`src/rtl/cfgbank_pkg.sv`:
```
package cfgbank_pkg;

    localparam int DW      = 8;
    localparam int IRQ_W   = 4;
    localparam int UART_AW = 16;

    localparam logic [7:0] REG_SHADOW0   = 8'h25;
    localparam logic [7:0] REG_SHADOW_TOP = 8'h28;
    localparam logic [7:0] REG_PIRQ0     = 8'h52;
    localparam logic [7:0] REG_UART_SEL  = 8'h59;
    localparam logic [7:0] REG_PRESET_FF = 8'h7B;
    localparam logic [7:0] READ_CUTOFF   = 8'hC0;
    localparam int         SMRAM_BIT     = 7;

    localparam logic [UART_AW-1:0] UART_PRIMARY   = 16'h03F8;
    localparam logic [UART_AW-1:0] UART_SECONDARY = 16'h02F8;

    typedef struct packed {
        logic [UART_AW-1:0] base0;
        logic [UART_AW-1:0] base1;
        logic [IRQ_W-1:0]   irq0;
        logic [IRQ_W-1:0]   irq1;
    } uart_map_t;

    function automatic logic [DW-1:0] wr_mask(input logic [7:0] idx);
        case (idx)
            8'h21:                    return 8'hFE;
            8'h22:                    return 8'h7F;
            8'h28:                    return 8'hE3;
            8'h29:                    return 8'h0F;
            8'h36:                    return 8'h3F;
            8'h52, 8'h53, 8'h54, 8'h55: return 8'h8F;
            8'h59:                    return 8'hF1;
            default:                  return 8'hFF;
        endcase
    endfunction

    // sel = bits 7:4 of the UART select register
    function automatic uart_map_t uart_decode(input logic [3:0] sel);
        uart_map_t m;
        m.base0 = UART_PRIMARY;
        m.base1 = UART_PRIMARY;
        if (sel[0]) m.base1[8] = 1'b0;
        if (sel[1]) m.base1[4] = 1'b0;
        if (sel[2]) m.base0[8] = 1'b0;
        if (sel[3]) m.base0[4] = 1'b0;
        if (m.base0 == m.base1) begin
            m.base0 = UART_PRIMARY;
            m.base1 = UART_SECONDARY;
        end
        if (m.base0[8]) begin
            m.irq0 = 4'd4;
            m.irq1 = 4'd3;
        end else begin
            m.irq0 = 4'd3;
            m.irq1 = 4'd4;
        end
        return m;
    endfunction

endpackage

```
`src/rtl/cfgbank_regfile.sv`:
```
module cfgbank_regfile
    import cfgbank_pkg::*;
#(
    parameter int                AW           = 16,
    parameter logic [AW-1:0]     IDX_PORT     = 16'h0022,
    parameter logic [AW-1:0]     DATA_PORT    = 16'h0023,
    parameter int                SEG_REGS     = 3,
    parameter int                NUM_INTX     = 4
) (
    input  logic                          clk,
    input  logic                          rst_n,
    input  logic                          io_wr_en,
    input  logic [AW-1:0]                 io_addr,
    input  logic [DW-1:0]                 io_wdata,
    output logic [DW-1:0]                 io_rdata,
    output logic [7:0]                    idx_q,
    output logic [SEG_REGS-1:0][DW-1:0]   seg_regs,
    output logic [DW-1:0]                 top_reg,
    output logic [NUM_INTX-1:0][DW-1:0]   pirq_regs,
    output logic [DW-1:0]                 uart_reg
);

    localparam int NUM_REGS = 256;

    typedef struct packed {
        logic [7:0]                   idx;
        logic [NUM_REGS-1:0][DW-1:0]  regs;
    } rf_t;

    rf_t rf_d, rf_q;

    always_comb begin
        rf_d = rf_q;
        if (io_wr_en && io_addr == IDX_PORT) begin
            rf_d.idx = io_wdata;
        end else if (io_wr_en && io_addr == DATA_PORT) begin
            rf_d.regs[rf_q.idx] = io_wdata & wr_mask(rf_q.idx);
        end
    end

    always_ff @(posedge clk) begin
        if (!rst_n) begin
            rf_q.idx                 <= '0;
            rf_q.regs                <= '0;
            rf_q.regs[REG_PRESET_FF] <= 8'hFF;
        end else begin
            rf_q <= rf_d;
        end
    end

    always_comb begin
        if (io_addr == IDX_PORT)
            io_rdata = rf_q.idx;
        else if (io_addr == DATA_PORT)
            io_rdata = (rf_q.idx >= READ_CUTOFF) ? 8'hFF : rf_q.regs[rf_q.idx];
        else
            io_rdata = 8'hFF;
    end

    assign idx_q    = rf_q.idx;
    assign top_reg  = rf_q.regs[REG_SHADOW_TOP];
    assign uart_reg = rf_q.regs[REG_UART_SEL];

    for (genvar r = 0; r < SEG_REGS; r++) begin : g_seg
        assign seg_regs[r] = rf_q.regs[REG_SHADOW0 + r];
    end

    for (genvar j = 0; j < NUM_INTX; j++) begin : g_pirq
        assign pirq_regs[j] = rf_q.regs[REG_PIRQ0 + j];
    end

endmodule

```
`src/rtl/cfgbank_decode.sv`:
```
module cfgbank_decode
    import cfgbank_pkg::*;
#(
    parameter int SEG_REGS     = 3,
    parameter int SEGS_PER_REG = 4,
    parameter int NUM_INTX     = 4,
    localparam int NSEG        = SEG_REGS * SEGS_PER_REG,
    localparam int NSHADOW     = NSEG + 1
) (
    input  logic                          clk,
    input  logic                          rst_n,
    input  logic [SEG_REGS-1:0][DW-1:0]   seg_regs,
    input  logic [DW-1:0]                 top_reg,
    input  logic [NUM_INTX-1:0][DW-1:0]   pirq_regs,
    input  logic [DW-1:0]                 uart_reg,
    output logic [NSHADOW-1:0]            shadow_wr_en,
    output logic [NSHADOW-1:0]            shadow_rd_en,
    output logic                          smram_en,
    output logic [NUM_INTX-1:0]           pirq_valid,
    output logic [NUM_INTX*IRQ_W-1:0]     pirq_irq,
    output logic [UART_AW-1:0]            uart0_base,
    output logic [UART_AW-1:0]            uart1_base,
    output logic [IRQ_W-1:0]              uart0_irq,
    output logic [IRQ_W-1:0]              uart1_irq
);

    typedef struct packed {
        logic [NSHADOW-1:0]        wr;
        logic [NSHADOW-1:0]        rd;
        logic                      smram;
        logic [NUM_INTX-1:0]       vld;
        logic [NUM_INTX*IRQ_W-1:0] irq;
        uart_map_t                 uart;
    } dec_t;

    dec_t dec_d, dec_q;

    logic unused_bits;
    assign unused_bits = ^{top_reg[6:2], uart_reg[3:0], pirq_regs};

    always_comb begin
        dec_d = '0;
        for (int r = 0; r < SEG_REGS; r++) begin
            for (int k = 0; k < SEGS_PER_REG; k++) begin
                dec_d.wr[r*SEGS_PER_REG + k] = seg_regs[r][2*k];
                dec_d.rd[r*SEGS_PER_REG + k] = seg_regs[r][2*k + 1];
            end
        end
        dec_d.wr[NSEG] = top_reg[0];
        dec_d.rd[NSEG] = top_reg[1];
        dec_d.smram    = top_reg[SMRAM_BIT];
        for (int j = 0; j < NUM_INTX; j++) begin
            dec_d.vld[j] = pirq_regs[j][7];
            dec_d.irq[j*IRQ_W +: IRQ_W] = pirq_regs[j][7] ? pirq_regs[j][IRQ_W-1:0] : '0;
        end
        dec_d.uart = uart_decode(uart_reg[7:4]);
    end

    always_ff @(posedge clk) begin
        if (!rst_n) begin
            dec_q      <= '0;
            dec_q.uart <= uart_decode(4'h0);
        end else begin
            dec_q <= dec_d;
        end
    end

    assign shadow_wr_en = dec_q.wr;
    assign shadow_rd_en = dec_q.rd;
    assign smram_en     = dec_q.smram;
    assign pirq_valid   = dec_q.vld;
    assign pirq_irq     = dec_q.irq;
    assign uart0_base   = dec_q.uart.base0;
    assign uart1_base   = dec_q.uart.base1;
    assign uart0_irq    = dec_q.uart.irq0;
    assign uart1_irq    = dec_q.uart.irq1;

endmodule

```
`src/rtl/chipset_cfg_bank.sv`:
```
module chipset_cfg_bank
    import cfgbank_pkg::*;
#(
    parameter int            AW           = 16,
    parameter logic [AW-1:0] IDX_PORT     = 16'h0022,
    parameter logic [AW-1:0] DATA_PORT    = 16'h0023,
    parameter int            SEG_REGS     = 3,
    parameter int            SEGS_PER_REG = 4,
    parameter int            NUM_INTX     = 4,
    localparam int           NSHADOW      = SEG_REGS * SEGS_PER_REG + 1
) (
    input  logic                      clk,
    input  logic                      rst_n,
    input  logic                      io_wr_en,
    input  logic [AW-1:0]             io_addr,
    input  logic [DW-1:0]             io_wdata,
    output logic [DW-1:0]             io_rdata,
    output logic [NSHADOW-1:0]        shadow_wr_en,
    output logic [NSHADOW-1:0]        shadow_rd_en,
    output logic                      smram_en,
    output logic [NUM_INTX-1:0]       pirq_valid,
    output logic [NUM_INTX*IRQ_W-1:0] pirq_irq,
    output logic [UART_AW-1:0]        uart0_base,
    output logic [UART_AW-1:0]        uart1_base,
    output logic [IRQ_W-1:0]          uart0_irq,
    output logic [IRQ_W-1:0]          uart1_irq
);

    logic [7:0]                  idx_q;
    logic [SEG_REGS-1:0][DW-1:0] seg_regs;
    logic [DW-1:0]               top_reg;
    logic [NUM_INTX-1:0][DW-1:0] pirq_regs;
    logic [DW-1:0]               uart_reg;

    cfgbank_regfile #(
        .AW(AW), .IDX_PORT(IDX_PORT), .DATA_PORT(DATA_PORT),
        .SEG_REGS(SEG_REGS), .NUM_INTX(NUM_INTX)
    ) u_regfile (
        .clk(clk), .rst_n(rst_n),
        .io_wr_en(io_wr_en), .io_addr(io_addr), .io_wdata(io_wdata),
        .io_rdata(io_rdata), .idx_q(idx_q),
        .seg_regs(seg_regs), .top_reg(top_reg),
        .pirq_regs(pirq_regs), .uart_reg(uart_reg)
    );

    cfgbank_decode #(
        .SEG_REGS(SEG_REGS), .SEGS_PER_REG(SEGS_PER_REG), .NUM_INTX(NUM_INTX)
    ) u_decode (
        .clk(clk), .rst_n(rst_n),
        .seg_regs(seg_regs), .top_reg(top_reg),
        .pirq_regs(pirq_regs), .uart_reg(uart_reg),
        .shadow_wr_en(shadow_wr_en), .shadow_rd_en(shadow_rd_en),
        .smram_en(smram_en), .pirq_valid(pirq_valid), .pirq_irq(pirq_irq),
        .uart0_base(uart0_base), .uart1_base(uart1_base),
        .uart0_irq(uart0_irq), .uart1_irq(uart1_irq)
    );

endmodule

```
`config.mk`:
```
export PLATFORM = sky130hd
export DESIGN_NAME = chipset_cfg_bank
export DESIGN_NICKNAME = d
export VERILOG_FILES = /design/src/rtl/cfgbank_pkg.sv /design/src/rtl/cfgbank_regfile.sv /design/src/rtl/cfgbank_decode.sv /design/src/rtl/chipset_cfg_bank.sv
export SDC_FILE = /design/constraint.sdc
export NUM_CORES = 2
export LEC_CHECK = 0
export BUFFER_PORTS_ARGS = -buffer_cell sky130_fd_sc_hd__buf_2
export CAP_MARGIN = 5
export CORE_MARGIN = 10
export CORE_UTILIZATION = 40
export CTS_CLUSTER_SIZE = 20
export DETAILED_ROUTE_END_ITERATION = 6
export PLACE_DENSITY = 0.56
export SETUP_SLACK_MARGIN = 0.2
export SYNTH_ARGS = -nofsm -noshare
export SYNTH_HDL_FRONTEND = slang
export SYNTH_SLANG_ARGS = --single-unit
```
`constraint.sdc`:
```
create_clock -name clk -period 3.6 [get_ports clk]
set_clock_uncertainty 0.15 [all_clocks]
set_input_delay 0.72 -clock clk [delete_from_list [all_inputs] [get_ports clk]]
set_output_delay 0.72 -clock clk [all_outputs]
set_load 0.02 [all_outputs]
```
======== After elaboration in Yosys (flattened, before gate mapping) ========
Index checks and enable logic that the tools add are counted.
operators by class
  $lt $le $gt $ge ......................... 3
  equal/unequal tests ..................... 13
  muxes and demuxes ....................... 17
  bitwise operators ....................... 3
  reduce and logical (&&, ||, !) cells .... 10
operator list
  kind                                                                                  count
  2048-bit bitwise mux                                                                  1
  8-bit binary-select mux with 8-bit select                                             1
  8-bit demux with 8-bit select                                                         1
  8-bit two-way mux                                                                     7
  8-bit case mux with 7 select lines                                                    1
  8-bit by 6-bit equality test with 1-bit output (second input constant)                5
  8-bit by 7-bit equality test with 1-bit output (second input constant)                5
  16-bit by 6-bit equality test with 1-bit output (second input constant)               2
  25-bit two-way mux                                                                    1
  2-bit AND reduction                                                                   5
  8-bit by 9-bit less-than comparator with 1-bit output (second input constant)         1
  8-bit AND                                                                             1
  8-bit by 1-bit greater-or-equal comparator with 1-bit output (second input constant)  1
  8-bit greater-or-equal comparator (second input constant)                             1
  7-bit two-way mux                                                                     1
  1-bit two-way mux                                                                     4
  4-bit OR reduction                                                                    1
  1-bit logical AND                                                                     3
  2-bit equality test                                                                   1
  1-bit NOT                                                                             2
  2-bit OR reduction                                                                    1
storage, ports and cells
  register bits ........................... 2143
  output and inout bits ................... 95
  word-level logic and storage cells ...... 317

======== Logic depth before layout (Yosys ltp) ========
  word-level depth ........................ 7
  depth in mapped cells ................... 13
  gate-level depth less buffers ........... 7

======== Cells and area by module ========
From an unflattened synthesis, not the netlist that was laid out.
unflattened totals
  cell total of the unflattened synthesis .. 8331
  area, all modules ....................... 73216.5 um^2
by module, submodules not included
  module           times used  cells each  area an instance (um^2)  seq. area each (um^2)
  cfgbank_regfile  1           8178        71506.1                  30909.6
  cfgbank_decode   1           153         1710.4                   1041.0

======== Worst setup path after synthesis ========
Ideal clock, no wire load.
  kind .................................... register to output
  start point ............................. register u_regfile.rf_q, in the netlist u_regfile.idx_q[0]
  end point ............................... output port io_rdata[6]
  arrival ................................. 2.442 ns
  data required time ...................... 2.730 ns
  setup slack ............................. 0.288 ns
  stages on the path, launching flop included .. 12
  buffers on the path ..................... 7
  cell sequence ........................... dfxtp_1 -> buf_4 -> buf_4 -> buf_4 -> buf_6 -> buf_6 -> buf_4 -> buf_2 -> o21ai_0 -> a31oi_1 -> a21oi_1 -> a211oi_1
between the ends
  longest elaborated chain between the ends .. 5
  elaborated cells on any way between the ends .. 6
ends and longest elaborated chain
  what                                       RTL line                source
  start, declared                            cfgbank_regfile.sv:30   rf_t rf_d, rf_q;
  start signal, assigned                     cfgbank_regfile.sv:47   rf_q <= rf_d;
  8-bit binary-select mux with 8-bit select  cfgbank_regfile.sv:55   io_rdata = (rf_q.idx >= READ_CUTOFF) ? 8'hFF : rf_q.regs[rf_q.idx];
  8-bit two-way mux (implied by the code)    cfgbank_regfile.sv:55
  8-bit two-way mux (*)                      cfgbank_regfile.sv:55
  8-bit two-way mux (*)                      cfgbank_regfile.sv:54   else if (io_addr == DATA_PORT)
  8-bit two-way mux (*)                      cfgbank_regfile.sv:52   if (io_addr == IDX_PORT)
  end, declared                              chipset_cfg_bank.sv:17  output logic [DW-1:0] io_rdata,
Every way passes the cells marked *; elsewhere a longest branch is shown, timed or not. The select of a mux whose other input is x is not followed.

======== Worst setup path after layout ========
  start point ............................. register u_regfile.rf_q, in the netlist u_regfile.idx_q[0]
  end point ............................... output port io_rdata[0]
between the ends
  longest elaborated chain between the ends .. 5
  elaborated cells on any way between the ends .. 6
ends and longest elaborated chain
  what                                       RTL line
  8-bit binary-select mux with 8-bit select  cfgbank_regfile.sv:55
  8-bit two-way mux (implied by the code)    cfgbank_regfile.sv:55
  8-bit two-way mux                          cfgbank_regfile.sv:55
  8-bit two-way mux                          cfgbank_regfile.sv:54
  8-bit two-way mux (*)                      cfgbank_regfile.sv:52
Marked as above.

==> implementation parameters <==
Parameter                              Value

Global routing
  Tot GR Track Use ... roughly 25%
  Number of global-route vias before repair ... 57800
  Maximum number of pins on one net before global-route repair ... ~170
  Remaining global-route overflow ... 0
  Global-route wire length before repair ... a little under 400 mm
  Number of antenna violations at the first check in global routing ... 8

Clocking
  TritonCTS sink count ... ~1600
  Maximum clock insertion buffer count ... 3
  Hold buffer count at cts ... 0
  Clock tree from TritonCTS ... done
  Level count of the clock H-tree ... 4
  Clk root buf ... clkbuf_16
  Clock transition at the register clock pins on the worst setup and hold paths after CTS ... about 0.060 ns
  Clock Latency Late Sink ... approximately 0.84 ns
  TritonCTS Buffers ... around 180

Finish
  Max FFs per register ... between 1000 and 1500
  Syn-to-layout area delta ... 19.8%
  Final #Nets ... 8506
  Fraction of layout instances using a drive strength above 1 ... between 10% and 20%
  Final design instance area without fill ... a little under 90000 um2
  Post-layout util ... 48.2%
  Post-route insts no fill ... 11000
  Commonest non-fill, non-tap cell in the layout ... nand2_1
  Register containing the most flip-flops in the final layout ... u_regfile.rf_q
  Commonest cells after routing, fill and taps aside ... nand2_1, dfxtp_1, a21boi_0

Job
  Max-cap violation count ... 0

Route
  Count of vias placed by the detailed router ... ~60000
  Router iterations before antenna repair ... 5
  Detailed Route WL ... about 260 mm
  Drt initial violations ... around 6000
  Count of unresolved DRC violations after routing ... 0
  Via-per-instance ratio ... 5.56
  Routed WL per cell ... 23.8 um
  Antenna-violating nets left ... 0

Worst setup path
  Kind of launch point of the worst setup path ... register
  Nature of the critical path endpoint ... output pin
  Category of the critical setup timing path ... register to output pin
  Arrival time worst endpoint ... approximately 3.8 ns
  Max FO, Critical Path ... 5
  Critical path required time ... 2.73 ns

Power
  Leakage power summed over all cells ... slightly below 30 nW
  Worst-case vdd ir drop ... 0.000471 V
  Total power after layout ... roughly 37 mW
  Power density over the cells ... around 430 nW/um2

Timing
  Time the final worst path needs with I/O delays and setup ... roughly 4.7 ns
  Setup TNS ... -8.07 ns
  Setup repair after global routing missed its margin ... yes
  Number of setup violations in the final report ... 8
  Max Transition Viols Final ... 0
  Final number of hold-violating endpoints ... 0
  Final worst slack ... -1.06 ns
  Part of the cycle the worst path needs ... 129%
  Top achievable clock speed ... roughly 210 MHz
  Headroom to the max-slew limit ... around 22%
  Slew @ Worst Pin ... 1.18 ns

Floorplanning
  Std-Cell Core Area ... about 180000 um2
  I/O Pins ... about 120
  Total number of placement rows ... about 160
  Die width ... 447 um
  Floorplan die area ... 199000 um2
  Die Span Y ... between 400 and 500 um
  Initial Utilization ... 40.2%

Yosys
  Number of library cell types mapped by synthesis ... between 60 and 70
  Flops & latches, synth ... roughly 1600
  Post-synthesis instance area ... slightly above 70000 um2
  Avg Synthesized Cell Area ... 8.88 um2
  Number of warnings reported in the yosys synthesis log ... 0
  Dominant register cell in the synthesized netlist ... dfxtp_1
  Portion of the post-synthesis area used by sequential elements ... a little over two fifths
  Synthesized netlist cell count ... roughly 8200
  Fraction of registers with async set or reset after synthesis ... 0%
  Post-synth EDFFs ... 0

Place
  Placement Cell Area ... 79300 um2
  Post-detail-place hpwl ... around 180 mm
  Number of placed instances, taps included ... roughly 11000
  Placer Congestion ... 0.958
  Port bufs ... 91

Status
  Outcome ... finished with violations
  Failing checks ... setup timing

Worst hold path
  Class of the tightest hold or removal check ... input port to register
==> stage by stage <==
step           hold slack [ns]  setup slack (ns)
6_report                0.0888             -1.06
2_1_floorplan            0.243             0.288
4_1_cts                 0.0391             -1.06
3_3_place_gp             0.283             -1.33
5_1_grt                 0.0944             -1.09
3_5_place_dp             0.290             -1.08
==> synth_stat cells (4+ instances only) <==
cell type	number	area share, %
a21oi_1	27	0.19
buf_6	14	0.22
nor2_4	31	0.48
a31oi_1	10	0.086
o211ai_1	17	0.18
a311oi_1	4	0.048
mux2_2	4	0.062
buf_2	125	0.86
nand3_2	9	0.12
nand4_1	84	0.72
a22o_1	17	0.20
a22oi_1	62	0.64
nand2b_1	5	0.043
o21ai_1	38	0.26
o22ai_1	4	0.034
a221oi_1	18	0.22
o2111ai_1	8	0.096
and4_1	4	0.048
and3_1	49	0.42
nor3_1	9	0.062
nor3_2	5	0.069
nor2b_1	17	0.15
o221a_2	9	0.14
dfxtp_1	1596	44
nor2_2	43	0.37
buf_1	9	0.046
and2_1	627	5.4
mux4_2	360	11
o21ai_0	595	4.1
nor4_2	6	0.10
nor2_1	82	0.42
nand2_1	2597	13
clkbuf_1	443	2.3
buf_4	106	1.1
nand3_1	44	0.30
o221ai_1	10	0.12
mux2i_1	145	2.0
a21boi_1	181	1.9
nor4_1	4	0.034
a21boi_0	734	7.6
==> final cells by class <==
class | count | area [um2]
inverter | 7 | 30.0
clock buffer | 257 | 5130
sequential | 1596 | 32000
antenna | 4 | 10.0
timing repair buffer | 774 | 7480
tap | 2370 | 2970
fill | 16800 | 93800
clock inverter | 66 | 862
multi-input combinational | 5924 | 38700
==> logic make-up (layout without fill, tap and decap cells) <==
group | after synthesis | after routing | synth area share (%)
AOI/OAI and AO/OA | 1755 | 1755 | 16.0
DFF | 1596 | 1596 | 43.9
xor gates and xnor gates | 3 | 3 | 0.0361
muxes | 510 | 510 | 13.2
buffers and inverters | 705 | 1104 | 4.54
and+or+nand+nor | 3626 | 3626 | 22.3
other | 2 | 34 | 0.0103
==> report_power, final <==
part           total, mW  switching (mW)  internal [mW]  leakage [nW]
sequential          17.7      0.00000199           17.7          12.9
clock               18.7            7.85           10.8          2.92
combinational      0.970           0.689          0.281          13.8
total               37.3            8.54           28.8          29.6
==> critical path, cell delays in order, from the launching register on <==
cell and delay, ns:
dfxtp_4 0.38, buf_12 0.16, buf_12 0.15, buf_12 0.12
buf_8 0.10, mux4_2 0.51, a22o_4 0.29, a31oi_4 0.18
o221ai_4 0.19, nor2_4 0.26, buf_6 0.16, o2111ai_4 0.12
o221a_4 0.17, buf_6 0.14
==> worst paths after layout <==
| path | to | start | slack (ns) | depth (start not counted) |
|---|---|---|---|---|
| min | u_regfile.rf_q[437] | io_wdata[5] | 0.09 | 3 |
| max | io_rdata[0] | u_regfile.idx_q[0] | -1.06 | 13 |
| min reg2reg | u_regfile.rf_q[1355] | u_regfile.rf_q[1355] | 0.30 | 2 |
| max reg2reg | u_regfile.rf_q[1514] | u_regfile.idx_q[0] | 0.21 | 12 |
==> what timing repair did <==
action | 4_1_cts | 5_1_grt
setup buffers | 38 | 12
gates resized for setup | 210 | 46
cloned | 6 | 1
pin swaps | 46 | 24
endpoints found under the setup margin | 8 | 21
==> metal layers <==
layer	vias up	track usage [%]	wire, um
met3	533	4.70	19800
met5	-	0	25
li1	28400	-	-
met2	2453	39.4	117000
met4	4	11.6	12700
met1	29800	34.4	112000
No activity file was read; power rests on OpenSTA's default activity.
